--- src/rtl/nt_pkg.sv ---
// Package: shared tag type and intra mode codes for the neighbour-tag controller.
// Assumes 4-bit intra mode codes as delivered by the syntax parser.
package nt_pkg;

    // Usage tag of one sub-block: one bit per consumer of the upper pixels.
    typedef struct packed {
        logic dbk;    // deblocking filter of the edge below needs the pixels
        logic intra;  // intra prediction of the block below needs the pixels
    } nt_tag_t;

    localparam logic [3:0] IMODE_HORZ    = 4'd1;
    localparam logic [3:0] IMODE_HORZ_UP = 4'd8;

endpackage

--- src/rtl/nt_tag_derive.sv ---
// Module: nt_tag_derive
// Derives the two-bit usage tag of one sub-block from its decoded header fields.
// Assumes: horizontal-family intra modes do not read the row above, and a zero
// boundary strength means the edge is skipped by the filter.
module nt_tag_derive
    import nt_pkg::*;
(
    input  logic       is_intra_i,
    input  logic [3:0] intra_mode_i,
    input  logic       dbk_en_i,
    input  logic [2:0] bs_i,
    output nt_tag_t    tag_o
);

    // Combine mode and filter decisions into the tag.
    always_comb begin
        tag_o.intra = is_intra_i
                    && (intra_mode_i != IMODE_HORZ)
                    && (intra_mode_i != IMODE_HORZ_UP);
        tag_o.dbk   = dbk_en_i && (bs_i != 3'd0);
    end

endmodule

--- src/rtl/nt_tag_rf.sv ---
// Module: nt_tag_rf
// One-row tag register file with one registered read port and one write port.
// Assumes: a read and a write to the same entry on one edge return the old value,
// which gives the read-before-write ordering per column.
module nt_tag_rf
    import nt_pkg::*;
#(
    parameter int DEPTH = 12,
    parameter int AW    = 4
) (
    input  logic          clk,
    input  logic          rst_n,
    input  logic          rd_en_i,
    input  logic [AW-1:0] rd_addr_i,
    output nt_tag_t       rd_data_o,
    input  logic          wr_en_i,
    input  logic [AW-1:0] wr_addr_i,
    input  nt_tag_t       wr_data_i
);

    localparam logic [AW-1:0] DEPTH_C = AW'(DEPTH - 1);

    nt_tag_t mem [DEPTH];
    nt_tag_t rd_mux;

    // One storage entry per column, cleared on reset.
    for (genvar gi = 0; gi < DEPTH; gi++) begin : g_entry
        always_ff @(posedge clk) begin
            if (!rst_n)
                mem[gi] <= '0;
            else if (wr_en_i && (wr_addr_i == AW'(gi)))
                mem[gi] <= wr_data_i;
        end
    end

    // Select the addressed entry for the read port.
    always_comb begin
        rd_mux = '0;
        for (int i = 0; i < DEPTH; i++)
            if (rd_addr_i == AW'(i))
                rd_mux = mem[i];
    end

    // Register the read data.
    always_ff @(posedge clk) begin
        if (!rst_n)
            rd_data_o <= '0;
        else if (rd_en_i)
            rd_data_o <= rd_mux;
    end

    // writes stay inside the row.
    a_r6_wr_in_row: assert property (@(posedge clk) disable iff (!rst_n)
        wr_en_i |-> (wr_addr_i <= DEPTH_C));

    // reads stay inside the row.
    a_r6_rd_in_row: assert property (@(posedge clk) disable iff (!rst_n)
        rd_en_i |-> (rd_addr_i <= DEPTH_C));

endmodule

--- src/rtl/nt_slot_alloc.sv ---
// Module: nt_slot_alloc
// Hands out slots of the compacted pixel line memory in order, one per kept block.
// Assumes: clear_i opens a new row; a request in the same cycle still belongs to
// the old row and is answered from the old count.
module nt_slot_alloc #(
    parameter int SLOTS  = 6,
    parameter int SLOT_W = 3,
    parameter int CNTW   = 3
) (
    input  logic              clk,
    input  logic              rst_n,
    input  logic              clear_i,
    input  logic              req_i,
    output logic              wen_o,
    output logic [SLOT_W-1:0] slot_o
);

    localparam logic [CNTW-1:0] SLOTS_C = CNTW'(SLOTS);

    logic [CNTW-1:0] used_q;
    logic            grant;

    // A slot is granted while the pool is not exhausted.
    always_comb grant = req_i && (used_q < SLOTS_C);

    // Track how many slots this row has consumed.
    always_ff @(posedge clk) begin
        if (!rst_n)
            used_q <= '0;
        else if (clear_i)
            used_q <= '0;
        else if (grant)
            used_q <= used_q + 1'b1;
    end

    // Drive the line-memory write strobe and slot index.
    always_ff @(posedge clk) begin
        if (!rst_n) begin
            wen_o  <= 1'b0;
            slot_o <= '0;
        end else begin
            wen_o  <= grant;
            slot_o <= grant ? used_q[SLOT_W-1:0] : '0;
        end
    end

    // a written slot is always inside the pool.
    a_r8_slot_in_pool: assert property (@(posedge clk) disable iff (!rst_n)
        wen_o |-> (CNTW'(slot_o) < SLOTS_C));

    // consecutive grants in one row take consecutive slots.
    a_r7_slot_step: assert property (@(posedge clk) disable iff (!rst_n)
        ($past(rst_n) && $past(rst_n, 2) && wen_o && $past(wen_o) && !$past(clear_i, 2))
        |-> (slot_o == $past(slot_o) + 1'b1));

endmodule

--- src/rtl/nt_lookahead_ctrl.sv ---
// Module: nt_lookahead_ctrl (top)
// Two-stage controller. Stage 1 derives the tag of an incoming sub-block and
// reads the tag stored for its column one row earlier. Stage 2 compares the two,
// writes the new tag back, reports a miss and asks for a line-memory slot.
// Assumes: each column appears at most once per row; row_start_i may share a
// cycle with the first block of the new row.
module nt_lookahead_ctrl
    import nt_pkg::*;
#(
    parameter int NCOLS  = 12,
    parameter int CORR   = 2,
    parameter int COL_W  = (NCOLS > 1) ? $clog2(NCOLS) : 1,
    parameter int SLOTS  = (NCOLS + CORR - 1) / CORR,
    parameter int SLOT_W = (SLOTS > 1) ? $clog2(SLOTS) : 1,
    parameter int CNT_W  = $clog2(NCOLS + 1)
) (
    input  logic              clk,
    input  logic              rst_n,
    input  logic              row_start_i,
    input  logic              slice_first_i,
    input  logic              blk_valid_i,
    input  logic [COL_W-1:0]  blk_col_i,
    input  logic              is_intra_i,
    input  logic [3:0]        intra_mode_i,
    input  logic              dbk_en_i,
    input  logic [2:0]        bs_i,
    output logic              miss_o,
    output logic [COL_W-1:0]  miss_col_o,
    output logic              line_wen_o,
    output logic [SLOT_W-1:0] line_slot_o,
    output logic [CNT_W-1:0]  miss_cnt_o
);

    localparam int          USED_W = $clog2(SLOTS + 1);
    localparam logic [CNT_W-1:0] CNT_MAX = CNT_W'(NCOLS);

    nt_tag_t          new_tag;
    nt_tag_t          s1_tag_q;
    nt_tag_t          nbr_raw;
    nt_tag_t          nbr_tag;
    logic             s1_valid_q;
    logic [COL_W-1:0] s1_col_q;
    logic             s1_first_q;
    logic             row_first_q;
    logic             miss_d;
    logic             keep_d;

    // Stage 1: tag derivation for the incoming block.
    nt_tag_derive u_derive (
        .is_intra_i   (is_intra_i),
        .intra_mode_i (intra_mode_i),
        .dbk_en_i     (dbk_en_i),
        .bs_i         (bs_i),
        .tag_o        (new_tag)
    );

    // Register file: read in stage 1, write in stage 2.
    nt_tag_rf #(
        .DEPTH (NCOLS),
        .AW    (COL_W)
    ) u_rf (
        .clk       (clk),
        .rst_n     (rst_n),
        .rd_en_i   (blk_valid_i),
        .rd_addr_i (blk_col_i),
        .rd_data_o (nbr_raw),
        .wr_en_i   (s1_valid_q),
        .wr_addr_i (s1_col_q),
        .wr_data_i (s1_tag_q)
    );

    // Remember whether the open row starts a slice.
    always_ff @(posedge clk) begin
        if (!rst_n)
            row_first_q <= 1'b0;
        else if (row_start_i)
            row_first_q <= slice_first_i;
    end

    // Stage 1 pipeline register.
    always_ff @(posedge clk) begin
        if (!rst_n) begin
            s1_valid_q <= 1'b0;
            s1_col_q   <= '0;
            s1_tag_q   <= '0;
            s1_first_q <= 1'b0;
        end else begin
            s1_valid_q <= blk_valid_i;
            if (blk_valid_i) begin
                s1_col_q   <= blk_col_i;
                s1_tag_q   <= new_tag;
                s1_first_q <= row_start_i ? slice_first_i : row_first_q;
            end
        end
    end

    // Stage 2: neighbour selection, compare and keep decision.
    always_comb begin
        nbr_tag = s1_first_q ? '0 : nbr_raw;
        miss_d  = s1_valid_q && (s1_tag_q != nbr_tag);
        keep_d  = s1_valid_q && (s1_tag_q != '0);
    end

    // Stage 2 miss outputs.
    always_ff @(posedge clk) begin
        if (!rst_n) begin
            miss_o     <= 1'b0;
            miss_col_o <= '0;
        end else begin
            miss_o     <= miss_d;
            miss_col_o <= miss_d ? s1_col_q : '0;
        end
    end

    // Per-row miss counter, cleared by the row strobe, saturating at row length.
    always_ff @(posedge clk) begin
        if (!rst_n)
            miss_cnt_o <= '0;
        else if (row_start_i)
            miss_cnt_o <= '0;
        else if (miss_d && (miss_cnt_o != CNT_MAX))
            miss_cnt_o <= miss_cnt_o + 1'b1;
    end

    // Slot allocation for kept blocks.
    nt_slot_alloc #(
        .SLOTS  (SLOTS),
        .SLOT_W (SLOT_W),
        .CNTW   (USED_W)
    ) u_alloc (
        .clk     (clk),
        .rst_n   (rst_n),
        .clear_i (row_start_i),
        .req_i   (keep_d),
        .wen_o   (line_wen_o),
        .slot_o  (line_slot_o)
    );

    // a cycle without a valid block yields no miss and no write one edge later.
    a_r11_idle_quiet: assert property (@(posedge clk) disable iff (!rst_n)
        ($past(rst_n) && $past(rst_n, 2) && !$past(blk_valid_i, 2))
        |-> (!miss_o && !line_wen_o));

    // every miss outside a row strobe advances the counter by one.
    a_r9_cnt_step: assert property (@(posedge clk) disable iff (!rst_n)
        ($past(rst_n) && miss_o && !$past(row_start_i) && ($past(miss_cnt_o) != CNT_MAX))
        |-> (miss_cnt_o == $past(miss_cnt_o) + 1'b1));

    // the counter never exceeds the row length.
    a_r9_cnt_bound: assert property (@(posedge clk) disable iff (!rst_n)
        miss_cnt_o <= CNT_MAX);

    // without a miss the reported column is zero.
    a_r4_col_quiet: assert property (@(posedge clk) disable iff (!rst_n)
        !miss_o |-> (miss_col_o == '0));

endmodule

--- config.mk ---
export PLATFORM = sky130hd
export DESIGN_NAME = nt_lookahead_ctrl
export DESIGN_NICKNAME = d
export VERILOG_FILES = /design/src/rtl/nt_pkg.sv /design/src/rtl/nt_tag_derive.sv /design/src/rtl/nt_tag_rf.sv /design/src/rtl/nt_slot_alloc.sv /design/src/rtl/nt_lookahead_ctrl.sv
export SDC_FILE = /design/constraint.sdc
export NUM_CORES = 1
export LEC_CHECK = 0
export ABC_AREA = 1
export CORE_MARGIN = 4
export CORE_UTILIZATION = 44
export DETAILED_ROUTE_END_ITERATION = 10
export PLACE_DENSITY = 0.67
export SLEW_MARGIN = 20
export SYNTH_ARGS = -nofsm -noshare
export SYNTH_HDL_FRONTEND = slang
export SYNTH_SLANG_ARGS = --single-unit
--- constraint.sdc ---
create_clock -name clk -period 1.5 [get_ports clk]
set_input_delay 0.45 -clock clk [delete_from_list [all_inputs] [get_ports clk]]
set_output_delay 0.45 -clock clk [all_outputs]
set_load 0.05 [all_outputs]
==> flow_summary.toml, run 1 <==
[detailed_routing]
drt_iter0_markers = 123
wl_um = 4830
wl_per_cell_um = 12.1
first_pass_iters = 4
num_vias = 1889
postRouteAntennaNets = 0
via_per_inst = 4.75
drc = 0

[grt]
grt_pass1_wl_um = 8200
grt-ovfl-total = 0
grtUsageTotal_pct = 16.4
grt_max_degree = 25
grt_pass1_vias = 1869
antenna_found_initial = 0

[worst_setup_path]
worstPathArrival_ps = 940
r2r-end = "u_rf.mem[2][5]"
path_buf_inv = 1
worst_path_max_delay_cell = "dfxtp_1"
slowest_delay_ps = 470
rr_startpoint = "s1_col_q[1]"
r2r_cells = 4
path_cells = "buf_12"
path_class = "register to output pin"
required_ps = 1050
critPathTopFamily = "flip-flops"
critical_path.startpoint_type = "register"
cp_max_fo = 5
cp-end-kind = "output pin"
regToRegSetupSlack_ps = 140

[placement]
dp_hpwl_um = 3730
portBuffers = 30
place_inst = 390
post_dp_cell_area_mm2 = 0.00295
gp_congestion = 0.811

[min_path]
min_path_cells = 2
hp-class = "register to register"
holdPathEnd = "u_rf.rd_data_o[1]"
min_from = "u_rf.rd_data_o[1]"

[cts]
cts.sinks = 51
insertion_delay_ps = 300
cts_buffers = 5
cts_setup_buffers = 0
clk_pin_slew_worst_paths_ps = 90
h-tree-depth = 2
cts_root_buf = "clkbuf_8"
max-clock-path-buffers = 2
tritoncts = "built"

[floorplanning]
initial_core_util_pct = 45.1
core_area_mm2 = 0.00511
fp.dieH_um = 80.4
die_area_mm2 = 0.00646
rows = 26
io_pins = 31
die_w_um = 80.4

[sta]
maxSlewHeadroom_pct = 68.8
rsz0062_at_grt = "false"
min_period_ps = 1390
period_share_pct = 92.9
hold_viol_final = 0
drv_slew = 0
max_freq_ghz = 0.718
finalClockSkew_ps = 6.61
setup_violations = 0
tightest_slew_ps = 467

[finish]
final_cell_area_mm2 = 0.00306
layout_common_cells = "nor2_1 (54), nand2_1 (54), inv_1 (29), nand3_1 (25), dfxtp_1 (25)"
drive_above_1_share_pct = 18.3
syn_to_final_growth_pct = 32.8
n_fill_cell = 468
antenna_cells = 0
nets = 348
stdcell_count = 398

[run]
maxCapViolations = 0

[synthesis]
syn_nets = 298
async_reset_ff_share_pct = 0
synth-edff-count = 24
yosysUniqueCellTypes = 26
syn_inst = 277
ys_seq_elements = 51
synth_area_mm2 = 0.00231
ys_warn_count = 0
ys.flop_type = "dfxtp_1"
yosysSeqAreaShare_pct = 54.7
syn_area_per_cell_um2 = 8.32

[power_and_ir_drop]
p_leak_nw = 1.23
totalPowerFinal_mw = 2.76
vdd_ir_drop_max_v = 0.000536
p_per_area_mw_per_mm2 = 900

[run_status]
status = "complete, no violations"
==> how the worst max path moves through the flow <==
stage | end | slack (ps) | cells past startpoint | startpoint
floorplan | miss_cnt_o[3] | 40 | 8 | miss_cnt_o[0]
global placement | u_rf.rd_data_o[1] | -460 | 12 | blk_col_i[1]
detailed placement | u_rf.rd_data_o[1] | -480 | 10 | blk_col_i[2]
CTS | miss_cnt_o[2] | 100 | 1 | miss_cnt_o[2]
global route | u_rf.rd_data_o[1] | 9 | 12 | blk_col_i[0]
finish | miss_cnt_o[2] | 110 | 1 | miss_cnt_o[2]
==> kinds of logic after synthesis <==
group,count (synthesis),synth area share [%]
muxes,1,0.434
adders and majority gates,3,1.63
DFF,51,54.7
buffers and inverters,41,6.73
and+or+nand+nor,147,27.9
xor gates and xnor gates,3,1.14
AOI/OAI and AO/OA,31,7.49
==> flip-flops by register name, indices dropped and copies added (netlist names) <==
| signal | flops |
|---|---|
| u_rf.mem | 24 |
| miss_cnt_o | 4 |
| miss_col_o | 4 |
| s1_col_q | 4 |
| u_alloc.slot_o | 3 |
| u_alloc.used_q | 3 |
| s1_tag_q | 2 |
| u_rf.rd_data_o | 2 |
| miss_o | 1 |
| row_first_q | 1 |
| s1_first_q | 1 |
| s1_valid_q | 1 |
| u_alloc.wen_o | 1 |
==> synth_stat cells, types with 2 or more instances <==
master    instances  area [um2]
ha_1              3        37.5
dfxtp_1          27         541
nor2_2            3        18.8
inv_1            29         109
o21ai_0          12        60.1
nand3_1          25         125
o31ai_1           3        22.5
clkbuf_1          4        15.0
a21oi_1          10        50.1
nand2_1          55         206
nand4_1           2        12.5
nor2_1           55         206
inv_2             7        26.3
xor2_1            2        17.5
edfxtp_1         24         721
o22ai_1           5        31.3
nor3_4            2        32.5
==> per-layer routing <==
metal / track usage (%) / vias to the layer above / routed length [um]
li1: - / 994 / -
met5: 0 / - / 0
met1: 22.0 / 836 / 2380
met3: 4.15 / 4 / 281
met2: 25.7 / 55 / 2110
met4: 5.57 / 0 / 50
==> metrics by stage <==
| stage | hold slack, ps | util (%) | TNS [ps] | worst slack [ps] |
|---|---|---|---|---|
| 6_report | 472 | 59.9 | 0 | 106 |
| 3_5_place_dp | 449 | 57.8 | -5470 | -476 |
| 4_1_cts | 468 | 60.1 | 0 | 99.2 |
| 2_1_floorplan | 426 | - | 0 | 39.8 |
| 5_1_grt | 491 | 59.9 | 0 | 9.42 |
| 3_3_place_gp | 445 | 57.8 | -4830 | -458 |
==> where the power goes <==
group          switching (mW)  leakage [nW]  internal [mW]  total [mW]
sequential             0.0265         0.468           1.50        1.53
clock                   0.436        0.0594          0.473       0.908
combinational           0.186         0.701          0.133       0.320
==> area by class of cell <==
class                   count  area (um2)  share of cell area (%)
flip-flops and latches     51        1260                    41.3
multi-input cells         185         900                    29.4
repair buffers             48         563                    18.4
inverters                  36         135                    4.41
clock buffers               7         108                    3.51
well taps                  70        87.6                    2.86
clock inverters             1        5.00                   0.163
==> repair_timing <==
item / CTS / global route
hold buffers: 0 / 0
setup endpoints to repair: 2 / 1
gates resized for setup: 7 / 7
pin swaps: 0 / 1
(Power assumes the default switching activity.)
==> run 2, diff against run 1 <==
--- a/config.mk
+++ b/config.mk
@@ -7,9 +7,10 @@
 export LEC_CHECK = 0
 export ABC_AREA = 1
 export CORE_MARGIN = 4
-export CORE_UTILIZATION = 44
+export CORE_UTILIZATION = 54
 export DETAILED_ROUTE_END_ITERATION = 10
-export PLACE_DENSITY = 0.67
+export PLACE_DENSITY = 0.8
+export REMOVE_ABC_BUFFERS = 1
 export SLEW_MARGIN = 20
 export SYNTH_ARGS = -nofsm -noshare
 export SYNTH_HDL_FRONTEND = slang
==> flow_summary.toml, run 2 (synthesized netlist as in run 1, its figures left out) <==
[worst_setup_path]
worst_path_max_delay_cell = "dfxtp_1"
worstPathArrival_ps = 950
required_ps = 1050
path_buf_inv = 1
path_cells = "buf_12"
rr_startpoint = "miss_cnt_o[0]"
critPathTopFamily = "flip-flops"
r2r-end = "miss_cnt_o[3]"
regToRegSetupSlack_ps = 150
path_class = "register to output pin"
critical_path.startpoint_type = "register"
cp_max_fo = 5
r2r_cells = 8
cp-end-kind = "output pin"
slowest_delay_ps = 470

[sta]
period_share_pct = 93.1
maxSlewHeadroom_pct = 70.5
drv_slew = 0
whs_ps = 485
min_period_ps = 1400
hold_viol_final = 0
finalClockSkew_ps = 7.65
rsz0062_at_grt = "false"
max_freq_ghz = 0.716
tightest_slew_ps = 442
setup_violations = 0

[grt]
grt_max_degree = 15
grt-ovfl-total = 0
grtUsageTotal_pct = 21.0
grt_pass1_vias = 1964
antenna_found_initial = 0
grt_pass1_wl_um = 8650

[finish]
fin_util_pct = 73.5
drive_above_1_share_pct = 17.4
final_cell_area_mm2 = 0.00298
antenna_cells = 0
multiInputGateArea_um2 = 900
syn_to_final_growth_pct = 29.3
nets = 347
stdcell_count = 377
n_fill_cell = 315
largest_reg_flops = 24
layout_common_cells = "nor2_1 (54), nand2_1 (54), inv_1 (29), dfxtp_1 (27), nand3_1 (25)"
regArea_mm2 = 0.00126
top_register = "u_rf.mem"

[min_path]
holdPathEnd = "u_rf.rd_data_o[0]"
min_from = "u_rf.rd_data_o[0]"
hp-class = "register to register"
min_path_cells = 2

[cts]
cts.sinks = 51
cts_buffers = 5
cts_root_buf = "clkbuf_8"
max-clock-path-buffers = 2
tritoncts = "built"
clk_pin_slew_worst_paths_ps = 90
h-tree-depth = 2
insertion_delay_ps = 300
cts_setup_buffers = 0

[power_and_ir_drop]
totalPowerFinal_mw = 2.60
p_per_area_mw_per_mm2 = 871
p_leak_nw = 1.21
vdd_ir_drop_max_v = 0.000581

[floorplanning]
initial_core_util_pct = 56.8
die_w_um = 73.3
io_pins = 31
rows = 23
die_area_mm2 = 0.00538
fp.dieH_um = 73.3
core_area_mm2 = 0.00406

[placement]
place_inst = 369
dp_hpwl_um = 4040
gp_congestion = 0.893
post_dp_cell_area_mm2 = 0.00291
portBuffers = 30

[detailed_routing]
first_pass_iters = 5
drt_iter0_markers = 135
num_vias = 1995
wl_um = 5040
wl_per_cell_um = 13.4
drc = 0
postRouteAntennaNets = 0
via_per_inst = 5.29

[run_status]
status = "complete, no violations"

[run]
maxCapViolations = 0
[run 2: per-stage QoR]
step           setup slack [ps]  setup TNS (ps)
3_5_place_dp               -452           -9800
6_report                    103               0
2_1_floorplan              -177            -301
3_3_place_gp               -398           -9140
4_1_cts                    84.1               0
5_1_grt                   0.758               0
[run 2: timing repair]
action / 4_1_cts / 5_1_grt
gates resized for setup: 6 / 10
pin swaps: 0 / 0
endpoints found under the setup margin: 2 / 6
hold buffers: 0 / 0
[run 2: worst reg2reg max path, delay by kind of cell (launching register included)]
kind,cells,cell delay (ps)
simple gates,4,380
buf+inv,2,170
fa+ha+maj,1,200
flops,1,340
compound gates,1,180
[run 2: routing by layer]
| layer | part of all wire, % | track usage (%) |
|---|---|---|
| met1 | 43 | 27.7 |
| met2 | 47 | 33.6 |
| met3 | 8.5 | 5.75 |
| met4 | 1.6 | 6.84 |
| met5 | 0 | 0 |
[run 2: worst max path at each step]
stage | cells after the start | start | endpoint | slack, ps
2_1_floorplan | 8 | miss_cnt_o[0] | miss_cnt_o[3] | -180
3_3_place_gp | 12 | blk_col_i[1] | u_rf.rd_data_o[1] | -400
3_5_place_dp | 12 | blk_col_i[1] | u_rf.rd_data_o[1] | -450
4_1_cts | 5 | rst_n | s1_tag_q[1] | 80
5_1_grt | 9 | s1_first_q | miss_cnt_o[3] | 0.8
6_report | 1 | miss_cnt_o[2] | miss_cnt_o[2] | 100
[run 2: area by class of cell]
class                   count  share of cell area, %
flip-flops and latches     51                   42.3
multi-input cells         185                   30.2
repair buffers             47                   18.1
inverters                  36                   4.53
clock buffers               7                   2.60
well taps                  50                   2.10
clock inverters             1                  0.168
[run 2: report_power, final]
part | internal, mW | total, mW | switching [mW]
clock network | 0.334 | 0.752 | 0.418
registers | 1.50 | 1.53 | 0.0272
logic | 0.129 | 0.316 | 0.187
total | 1.96 | 2.60 | 0.633
